File: src/rtl/cwu_pkg.sv
package cwu_pkg;

    typedef struct packed {
        logic data8;
        logic par_en;
        logic par_odd;
        logic stop2;
    } fmt_t;

    typedef struct packed {
        logic [11:0] bits;
        logic [3:0]  len;
    } frame_t;

    function automatic fmt_t decode_fmt(input logic [2:0] code);
        fmt_t f;
        f.data8   = code[2];
        f.par_en  = !(code[2] && !code[1]);
        f.par_odd = code[0];
        f.stop2   = !code[1] && !(code[2] && code[0]);
        return f;
    endfunction

    function automatic frame_t build_frame(input logic [7:0] d, input fmt_t f);
        frame_t r;
        int     nd;
        logic   p;
        nd = f.data8 ? 8 : 7;
        p  = (f.data8 ? ^d : ^d[6:0]) ^ f.par_odd;
        r.bits    = '1;
        r.bits[0] = 1'b0;
        for (int i = 0; i < 8; i++) begin
            if (i < nd) r.bits[1 + i] = d[i];
        end
        if (f.par_en) r.bits[1 + nd] = p;
        r.len = 4'(2 + nd + (f.par_en ? 1 : 0) + (f.stop2 ? 1 : 0));
        return r;
    endfunction

endpackage

File: src/rtl/cwu_tx.sv
module cwu_tx
    import cwu_pkg::*;
#(
    parameter int CW = 7
) (
    input  logic          clk,
    input  logic          rst_n,
    input  logic          hold,
    input  logic [CW-1:0] div,
    input  fmt_t          fmt,
    input  logic          start,
    input  logic [7:0]    data,
    output logic          busy,
    output logic          line
);

    typedef struct packed {
        logic          busy;
        logic [11:0]   sh;
        logic [3:0]    left;
        logic [CW-1:0] cnt;
    } tx_s;

    tx_s    tx_q, tx_d;
    frame_t fr;

    always_comb begin
        tx_d = tx_q;
        fr   = build_frame(data, fmt);
        if (hold) begin
            tx_d.busy = 1'b0;
            tx_d.sh   = '1;
        end else if (!tx_q.busy) begin
            if (start) begin
                tx_d.busy = 1'b1;
                tx_d.sh   = fr.bits;
                tx_d.left = fr.len;
                tx_d.cnt  = CW'(1);
            end
        end else if (tx_q.cnt == div) begin
            tx_d.cnt = CW'(1);
            if (tx_q.left == 4'd1) begin
                tx_d.busy = 1'b0;
            end else begin
                tx_d.sh   = {1'b1, tx_q.sh[11:1]};
                tx_d.left = tx_q.left - 4'd1;
            end
        end else begin
            tx_d.cnt = tx_q.cnt + 1'b1;
        end
    end

    always_ff @(posedge clk or negedge rst_n) begin
        if (!rst_n) begin
            tx_q.busy <= 1'b0;
            tx_q.sh   <= '1;
            tx_q.left <= '0;
            tx_q.cnt  <= '0;
        end else begin
            tx_q <= tx_d;
        end
    end

    assign busy = tx_q.busy;
    assign line = tx_q.busy ? tx_q.sh[0] : 1'b1;

endmodule

File: src/rtl/cwu_rx.sv
module cwu_rx #(
    parameter int CW = 7
) (
    input  logic          clk,
    input  logic          rst_n,
    input  logic          hold,
    input  logic [CW-1:0] div,
    input  logic          data8,
    input  logic          par_en,
    input  logic          par_odd,
    input  logic          rxd,
    output logic          done,
    output logic [7:0]    data,
    output logic          fe,
    output logic          pe
);

    typedef enum logic [1:0] {RX_IDLE, RX_START, RX_BITS} rx_st_e;

    typedef struct packed {
        rx_st_e        st;
        logic          prev;
        logic [CW-1:0] cnt;
        logic [3:0]    idx;
        logic [9:0]    rec;
        logic          done;
        logic [7:0]    data;
        logic          fe;
        logic          pe;
    } rx_s;

    rx_s           rx_q, rx_d;
    logic [CW-1:0] half;
    logic [3:0]    par_idx;
    logic [3:0]    last_idx;
    logic [7:0]    word;
    logic          want_par;

    always_comb begin
        half     = div >> 1;
        par_idx  = data8 ? 4'd8 : 4'd7;
        last_idx = par_idx + {3'b000, par_en};
        rx_d      = rx_q;
        rx_d.done = 1'b0;
        rx_d.prev = rxd;
        word      = '0;
        want_par  = 1'b0;
        if (hold) begin
            rx_d.st  = RX_IDLE;
            rx_d.idx = '0;
        end else begin
            case (rx_q.st)
                RX_IDLE: begin
                    if (rx_q.prev && !rxd) begin
                        rx_d.cnt = CW'(1);
                        rx_d.idx = '0;
                        rx_d.st  = (half == '0) ? RX_BITS : RX_START;
                    end
                end
                RX_START: begin
                    if (rx_q.cnt == half) begin
                        rx_d.st  = rxd ? RX_IDLE : RX_BITS;
                        rx_d.cnt = CW'(1);
                    end else begin
                        rx_d.cnt = rx_q.cnt + 1'b1;
                    end
                end
                default: begin
                    if (rx_q.cnt == div) begin
                        rx_d.cnt          = CW'(1);
                        rx_d.rec[rx_q.idx] = rxd;
                        if (rx_q.idx == last_idx) begin
                            word      = data8 ? rx_d.rec[7:0] : {1'b0, rx_d.rec[6:0]};
                            want_par  = (^word) ^ par_odd;
                            rx_d.st   = RX_IDLE;
                            rx_d.done = 1'b1;
                            rx_d.data = word;
                            rx_d.fe   = !rx_d.rec[last_idx];
                            rx_d.pe   = par_en && (rx_d.rec[par_idx] != want_par);
                        end else begin
                            rx_d.idx = rx_q.idx + 4'd1;
                        end
                    end else begin
                        rx_d.cnt = rx_q.cnt + 1'b1;
                    end
                end
            endcase
        end
    end

    always_ff @(posedge clk or negedge rst_n) begin
        if (!rst_n) begin
            rx_q.st   <= RX_IDLE;
            rx_q.prev <= 1'b0;
            rx_q.cnt  <= '0;
            rx_q.idx  <= '0;
            rx_q.rec  <= '0;
            rx_q.done <= 1'b0;
            rx_q.data <= '0;
            rx_q.fe   <= 1'b0;
            rx_q.pe   <= 1'b0;
        end else begin
            rx_q <= rx_d;
        end
    end

    assign done = rx_q.done;
    assign data = rx_q.data;
    assign fe   = rx_q.fe;
    assign pe   = rx_q.pe;

endmodule

File: src/rtl/ctlword_uart.sv
module ctlword_uart
    import cwu_pkg::*;
#(
    parameter int DIV_MID = 16,
    parameter int DIV_HI  = 64
) (
    input  logic       clk,
    input  logic       rst_n,
    input  logic       ctrl_we,
    input  logic       tx_we,
    input  logic       rx_re,
    input  logic [7:0] wdata,
    output logic [7:0] rx_data,
    output logic [7:0] status,
    input  logic       rxd,
    input  logic       dcd_n,
    input  logic       cts_n,
    output logic       txd,
    output logic       rts_n,
    output logic       irq_n
);

    localparam int CW = $clog2(DIV_HI + 1);

    typedef struct packed {
        logic [7:0] ctrl;
        logic [7:0] tdata;
        logic       hfull;
        logic [7:0] rbuf;
        logic       rdrf;
        logic       ovrn;
        logic       fe;
        logic       pe;
        logic       dlost;
        logic       rxd_s;
        logic       dcd_s;
        logic       cts_s;
    } top_s;

    top_s          r_q, r_d;
    fmt_t          fmt;
    logic [CW-1:0] div;
    logic          mr;
    logic          rx_ien;
    logic          brk;
    logic          tdre;
    logic          irq;
    logic          tx_start;
    logic          tx_busy;
    logic          tx_line;
    logic          rx_done;
    logic [7:0]    rx_byte;
    logic          rx_fe;
    logic          rx_pe;

    always_comb begin
        fmt    = decode_fmt(r_q.ctrl[4:2]);
        mr     = (r_q.ctrl[1:0] == 2'b11);
        rx_ien = r_q.ctrl[7];
        brk    = (r_q.ctrl[6:5] == 2'b11) && !mr;
        case (r_q.ctrl[1:0])
            2'b00:   div = CW'(1);
            2'b01:   div = CW'(DIV_MID);
            default: div = CW'(DIV_HI);
        endcase
        tdre     = !r_q.hfull && !r_q.cts_s;
        irq      = (r_q.rdrf && rx_ien) ||
                   (tdre && r_q.ctrl[6:5] == 2'b01) ||
                   (r_q.dlost && rx_ien);
        tx_start = r_q.hfull && !tx_busy && !r_q.cts_s && !mr && !brk;
    end

    always_comb begin
        r_d       = r_q;
        r_d.rxd_s = rxd;
        r_d.dcd_s = dcd_n;
        r_d.cts_s = cts_n;
        if (ctrl_we) r_d.ctrl = wdata;
        if (mr) begin
            r_d.hfull = 1'b0;
            r_d.rdrf  = 1'b0;
            r_d.ovrn  = 1'b0;
            r_d.fe    = 1'b0;
            r_d.pe    = 1'b0;
            r_d.dlost = 1'b0;
        end else begin
            if (tx_start) r_d.hfull = 1'b0;
            if (tx_we) begin
                r_d.hfull = 1'b1;
                r_d.tdata = wdata;
            end
            if (rx_re) begin
                r_d.rdrf  = 1'b0;
                r_d.ovrn  = 1'b0;
                r_d.fe    = 1'b0;
                r_d.pe    = 1'b0;
                r_d.dlost = 1'b0;
            end
            if (rx_done) begin
                if (r_q.rdrf && !rx_re) begin
                    r_d.ovrn = 1'b1;
                end else begin
                    r_d.rbuf = rx_byte;
                    r_d.rdrf = 1'b1;
                    r_d.fe   = rx_fe;
                    r_d.pe   = rx_pe;
                end
            end
            if (!r_q.dcd_s && dcd_n && rx_ien) r_d.dlost = 1'b1;
        end
    end

    always_ff @(posedge clk or negedge rst_n) begin
        if (!rst_n) begin
            r_q.ctrl  <= 8'h03;
            r_q.tdata <= '0;
            r_q.hfull <= 1'b0;
            r_q.rbuf  <= '0;
            r_q.rdrf  <= 1'b0;
            r_q.ovrn  <= 1'b0;
            r_q.fe    <= 1'b0;
            r_q.pe    <= 1'b0;
            r_q.dlost <= 1'b0;
            r_q.rxd_s <= 1'b1;
            r_q.dcd_s <= 1'b0;
            r_q.cts_s <= 1'b1;
        end else begin
            r_q <= r_d;
        end
    end

    cwu_tx #(.CW(CW)) tx_i (
        .clk   (clk),
        .rst_n (rst_n),
        .hold  (mr),
        .div   (div),
        .fmt   (fmt),
        .start (tx_start),
        .data  (r_q.tdata),
        .busy  (tx_busy),
        .line  (tx_line)
    );

    cwu_rx #(.CW(CW)) rx_i (
        .clk     (clk),
        .rst_n   (rst_n),
        .hold    (mr),
        .div     (div),
        .data8   (fmt.data8),
        .par_en  (fmt.par_en),
        .par_odd (fmt.par_odd),
        .rxd     (r_q.rxd_s),
        .done    (rx_done),
        .data    (rx_byte),
        .fe      (rx_fe),
        .pe      (rx_pe)
    );

    assign rx_data = r_q.rbuf;
    assign status  = {irq, r_q.pe, r_q.ovrn, r_q.fe, r_q.cts_s, r_q.dcd_s, tdre, r_q.rdrf};
    assign txd     = brk ? 1'b0 : tx_line;
    assign rts_n   = (r_q.ctrl[6:5] == 2'b10);
    assign irq_n   = !irq;

endmodule

File: config.mk
export PLATFORM = sky130hd
export DESIGN_NAME = ctlword_uart
export DESIGN_NICKNAME = d
export VERILOG_FILES = /design/src/rtl/cwu_pkg.sv /design/src/rtl/cwu_tx.sv /design/src/rtl/cwu_rx.sv /design/src/rtl/ctlword_uart.sv
export SDC_FILE = /design/constraint.sdc
export NUM_CORES = 1
export LEC_CHECK = 0
export CAP_MARGIN = 5
export CORE_MARGIN = 5
export CORE_UTILIZATION = 40
export CTS_CLUSTER_DIAMETER = 80
export DETAILED_ROUTE_END_ITERATION = 10
export DONT_BUFFER_PORTS = 1
export GPL_TIMING_DRIVEN = 0
export SETUP_SLACK_MARGIN = 0.5
export SLEW_MARGIN = 20
export SYNTH_ARGS = -nofsm -noshare
export SYNTH_HDL_FRONTEND = slang
export SYNTH_SLANG_ARGS = --single-unit
File: constraint.sdc
create_clock -name clk -period 3.5 [get_ports clk]
set_input_delay 0.175 -clock clk [delete_from_list [all_inputs] [get_ports clk]]
set_output_delay 0.175 -clock clk [all_outputs]
set_load 0.01 [all_outputs]
Yosys cells after proc, flatten, opt, wreduce, memory -nomap -nowiden
Index checks and enable logic that the tools add are counted.
{ "word_totals": {"register_bits": 92, "inputBits": 16} }
{ "op_classes": {"n_addsub": 9, "order_cmp": 14, "n_eq_ne": 21, "mux": 64, "bitwise_logic": 5, "n_reduce_logical": 58} }
{ "ops": {"columns": ["cell", "n"], "rows": [
  ["$lt 4x32->1 const A", 4],
  ["$lt 3x32->1 const A", 2],
  ["$mux 24", 2],
  ["$mux 11", 4],
  ["$add 2x32->32 const A", 1],
  ["$ge 32x1->1 const B", 1],
  ["$lt 1x32->1 const A", 1],
  ["$lt 2x32->1 const A", 1],
  ["$lt 32x6->1 const B", 1],
  ["$pmux 7 s2", 2],
  ["$mux 25", 1],
  ["$mux 1", 24],
  ["$mux 7", 3],
  ["$mux 4", 5],
  ["$logic_and 1x1->1", 19],
  ["$mux 17", 1],
  ["$mux 16", 1],
  ["$mux 2", 8],
  ["$reduce_and 4->1", 4],
  ["$reduce_xor 8->1", 2],
  ["$lt 4x5->1 const B", 3],
  ["$add 7x1->7 const B", 2],
  ["$eq 7x7->1", 2],
  ["$logic_not 1->1", 13],
  ["38 further kinds", 64]
]} }

Depth between registers and ports, before layout
{ "depth": {"depth_word": 14, "mapped_depth": 9} }

Hierarchy
From an unflattened synthesis, not the netlist that was laid out.
{ "unflattened": {"cells_unflattened": 513, "area_unflattened_um2": 5322.6} }
{ "by_module_without_submodules": {"columns": ["mod", "instances", "cells_each", "area_per_inst_um2", "seq_area_each_um2"], "rows": [
  ["cwu_rx", 1, 248, 2364.8, 875.8],
  ["ctlword_uart", 1, 115, 1478.9, 830.8],
  ["cwu_tx", 1, 150, 1478.9, 615.6]
]} }

Least setup slack after synthesis
No wires, ideal clock.
{ "synth_path": {"path_type": "register to register", "startpoint": "register rx_i.rx_q[21] (netlist name)", "endpoint": "register rx_i.pe (netlist name)", "t_arrival_ps": 1868, "slack_ps": 1504, "path_stages_with_launch": 10, "synth_period_minus_slack_ps": 1996, "cell_sequence": "dfrtp_1 -> inv_1 -> ha_1 -> nor3b_2 -> mux2i_1 -> xnor2_1 -> xnor2_1 -> xnor2_1 -> xnor2_1 -> o22ai_1"} }
{ "synth_between": {"elab_chain_cells": 10} }
{ "synth_lines": {"columns": ["element", "line_no", "text"], "rows": [
  ["start, declared", "cwu_rx.sv:32", "rx_s rx_q, rx_d;"],
  ["start signal, assigned", "cwu_rx.sv:103", "rx_q <= rx_d;"],
  ["branches (longest 10 deep; another with $lt 4x5->1)", null, null]
]} }
Parallel ways; which one is timed is not known. The select of a mux whose other input is x is not followed.
A chain may end at the register's enable or synchronous reset.

Final worst setup path
{ "layout_path": {"startpoint": "register r_q[25] (netlist name)", "endpoint": "register tx_i.tx_q[9] (netlist name)"} }
{ "layout_between": {"elab_chain_cells": 7} }
{ "layout_lines": {"columns": ["element", "line_no", "text"], "rows": [
  ["start, declared", "ctlword_uart.sv:40", "top_s r_q, r_d;"],
  ["start signal, assigned", "ctlword_uart.sv:128", "r_q <= r_d;"],
  ["branches (longest 6 deep; another with $pmux 7 s2)", null, null],
  ["$reduce_and 4->1 (no line) *", null, null],
  ["end signal, assigned", "cwu_tx.sv:60", "tx_q <= tx_d;"],
  ["end, declared", "cwu_tx.sv:24", "tx_s tx_q, tx_d;"]
]} }
Mark *: on every way between the ends.

==> flow_summary.json <==
{
  "status": "finished, final reports clean",
  "maxCapViolCount": 0,
  "synthMuxAreaShare": 0.0858,
  "synth_cells": 482,
  "clk_pin_slew_ns": 0.07,
  "clock-sinks": 92,
  "diodes": 0,
  "first_global_vias": 3447,
  "hp-start": "rx_re",
  "async_flop_share": 1.00,
  "critPathMaxFanout": 10,
  "start_util": 0.406,
  "ant_nets": 0,
  "cts_root_buffer": "clkbuf_16",
  "dr.pass1.iters": 4,
  "slew_viol_final": 0,
  "whs_endpoint": "r_q[3]",
  "synth_top_family_by_area": "simple AND/OR/NAND/NOR gates",
  "grt_max_degree": 93,
  "place_area_mm2": 0.00504,
  "finish.net_count": 535,
  "synthFlopType": "dfrtp_1",
  "cts_made_buffers": 9,
  "fin_ws_ns": 1.24,
  "row_count": 40,
  "place.gp.congestion": 0.817,
  "grt_overflow": 0,
  "final_util": 0.462,
  "dieWidth_um": 120,
  "crit_chain": "buf_2, nor4bb_1, nor3_2, o21ai_4, nand3_4, buf_2, a21oi_1, o22ai_1",
  "yosysUniqueCellTypes": 61,
  "syn_nets": 508,
  "crit_type": "flip-flop to flip-flop",
  "max_slew_margin": 0.601,
  "hpwl_mm": 7.02,
  "via_count": 3502,
  "synth-simple-area-share": 0.166,
  "synth-compound-area-share": 0.142,
  "n_fill_cell": 1133,
  "min_path_cells": 3,
  "peakVddDrop_uv": 238,
  "rsz0062_at_grt": "no",
  "min_path_type": "input port to flip-flop",
  "fmax_ghz": 0.442,
  "r2r_cells": 8,
  "crit_slowest_cell": "dfstp_2",
  "cts_tree": "done",
  "syn-mean-instance-area_um2": 10.1,
  "synth-seq-cells": 92,
  "cpPeakStageDelay_ns": 0.51,
  "cts_buffer_depth": 2,
  "core_area_mm2": 0.0120,
  "cp.required_ns": 3.72,
  "drt-initial-drc-count": 262,
  "die-area_mm2": 0.0145,
  "insertion_delay_ns": 0.34,
  "r2r_slack_ns": 1.24,
  "tightest_slew_ns": 0.598,
  "post-place-ws_ns": 1.25,
  "drc": 0,
  "grt_first_pass_wirelength_mm": 17.4,
  "netlist_area_mm2": 0.00486,
  "fin_skew_ns": 0.00635,
  "pin_count": 35,
  "final_layout_size_suffix_gt1_frac": 0.210,
  "grtUsageTotal": 0.150,
  "min_period_ns": 2.26,
  "layout_common_cells": "dfrtp_1 (76), nor2_1 (53), nand2_1 (39)",
  "ctsResizeCount": 0,
  "cts_htree_levels": 3,
  "final_cell_area_mm2": 0.00553,
  "whs_ns": 0.0716,
  "final_common_cell": "dfrtp_1",
  "endpoint_kind": "flip-flop",
  "p_per_area_mw_per_mm2": 609,
  "antenna_found_initial": 0,
  "synth_edf_count": 0,
  "worstReg2RegStart": "r_q[25]",
  "leakage_nw": 2.44,
  "finalHoldViolCount": 0,
  "total_power_mw": 3.36,
  "instances_no_fill": 661,
  "worstReg2RegEnd": "tx_i.tx_q[9]",
  "place.port_buffers": 0,
  "synth_xor_area_frac": 0.0379,
  "die_h_um": 120,
  "place_inst": 629,
  "yosysWarnings": 0,
  "yosysSeqAreaShare": 0.478,
  "setup_viol": 0,
  "start_kind": "flip-flop",
  "viasPerCell": 5.30,
  "cpMostUsedCell": "buf_2",
  "syn2layout_area_growth_pct": 13.7,
  "synthAdderAreaFrac": 0.0258,
  "fin_tns_setup_ns": 0,
  "fin_crit_sh": 0.646,
  "avgRoutedWirePerCell_um": 15.3,
  "cp.arrival_ns": 2.48,
  "drt-total-wl_mm": 10.1
}
==> state kept, by name, summed over array words and instances, names as in the netlist <==
name       cells
rx_data        8
r_q           17
rx_i.data      8
status         6
rx_i.fe        1
tx_i.tx_q     23
rx_i.pe        1
fmt            2
rx_i.rx_q     24
rx_i.done      1
tx_i.busy      1
==> worst max-delay path by stage <==
stage / startpoint / to
2_1_floorplan: rx_i.rx_q[21] / rx_i.pe
3_3_place_gp: rx_i.rx_q[21] / rx_i.pe
3_5_place_dp: r_q[25] / tx_i.tx_q[9]
4_1_cts: r_q[25] / tx_i.tx_q[9]
5_1_grt: rx_i.rx_q[21] / rx_i.pe
6_report: r_q[25] / tx_i.tx_q[9]
==> report_power, final <==
group	internal, mW	total (mW)	switching [mW]
registers	1.28	1.43	0.151
clock network	0.592	1.01	0.413
logic	0.386	0.928	0.542
total	2.26	3.36	1.11
==> final cells by class <==
class | count | area (um2) | share of cell area
Multi-Input combinational cell | 331 | 2220 | 0.402
Sequential cell | 92 | 2320 | 0.420
Timing Repair Buffer | 16 | 178 | 0.0322
Buffer | 38 | 236 | 0.0428
Tap cell | 147 | 184 | 0.0333
Clock inverter | 4 | 48.8 | 0.00883
Clock buffer | 12 | 256 | 0.0464
Inverter | 21 | 78.8 | 0.0143
==> cell usage after synthesis, types with 7 or more instances <==
cell type	number	area, um2
nand2_1	39	146
o31ai_1	7	52.6
mux2_2	27	304
nor2b_1	7	43.8
a221oi_1	8	70.1
buf_4	20	150
nor2_1	53	199
dfstp_2	16	420
buf_2	9	45.0
a21oi_1	31	155
o21ai_0	31	155
xnor2_1	17	149
inv_1	21	78.8
dfrtp_1	76	1900
clkbuf_1	8	30.0
ha_1	10	125
nand3_1	11	55.1
==> cell families after synthesis <==
| logic type | count (synthesis) |
|---|---|
| AND/OR/NAND/NOR | 155 |
| AO/OA/AOI/OAI | 108 |
| flip-flops | 92 |
| buffers and inverters | 59 |
| multiplexers | 37 |
| XOR/XNOR | 21 |
| adder cells (fa/ha/maj) | 10 |
==> repair_timing <==
| action | in CTS | in global routing |
|---|---|---|
| hold endpoints to repair | 113 | 0 |
| buffers inserted | 0 | 0 |
| hold buffers | 16 | 0 |
| setup endpoints to repair | 0 | 0 |
==> per-layer routing <==
layer,up-vias,GRT usage,part of all wire,wire length (um)
li1,1729,-,-,-
met5,-,0,0,0
met2,60,0.226,0.44,4510
met4,0,0.0623,0.021,208
met3,15,0.0313,0.038,387
met1,1698,0.212,0.50,5040
==> worst max-delay path, delay by kind of cell, from the launching register on <==
family | cells | cell delay, ns
compound gates | 3 | 0.54
buf+inv | 2 | 0.44
flops | 1 | 0.51
simple gates | 3 | 0.64
(Power assumes the default switching activity.)
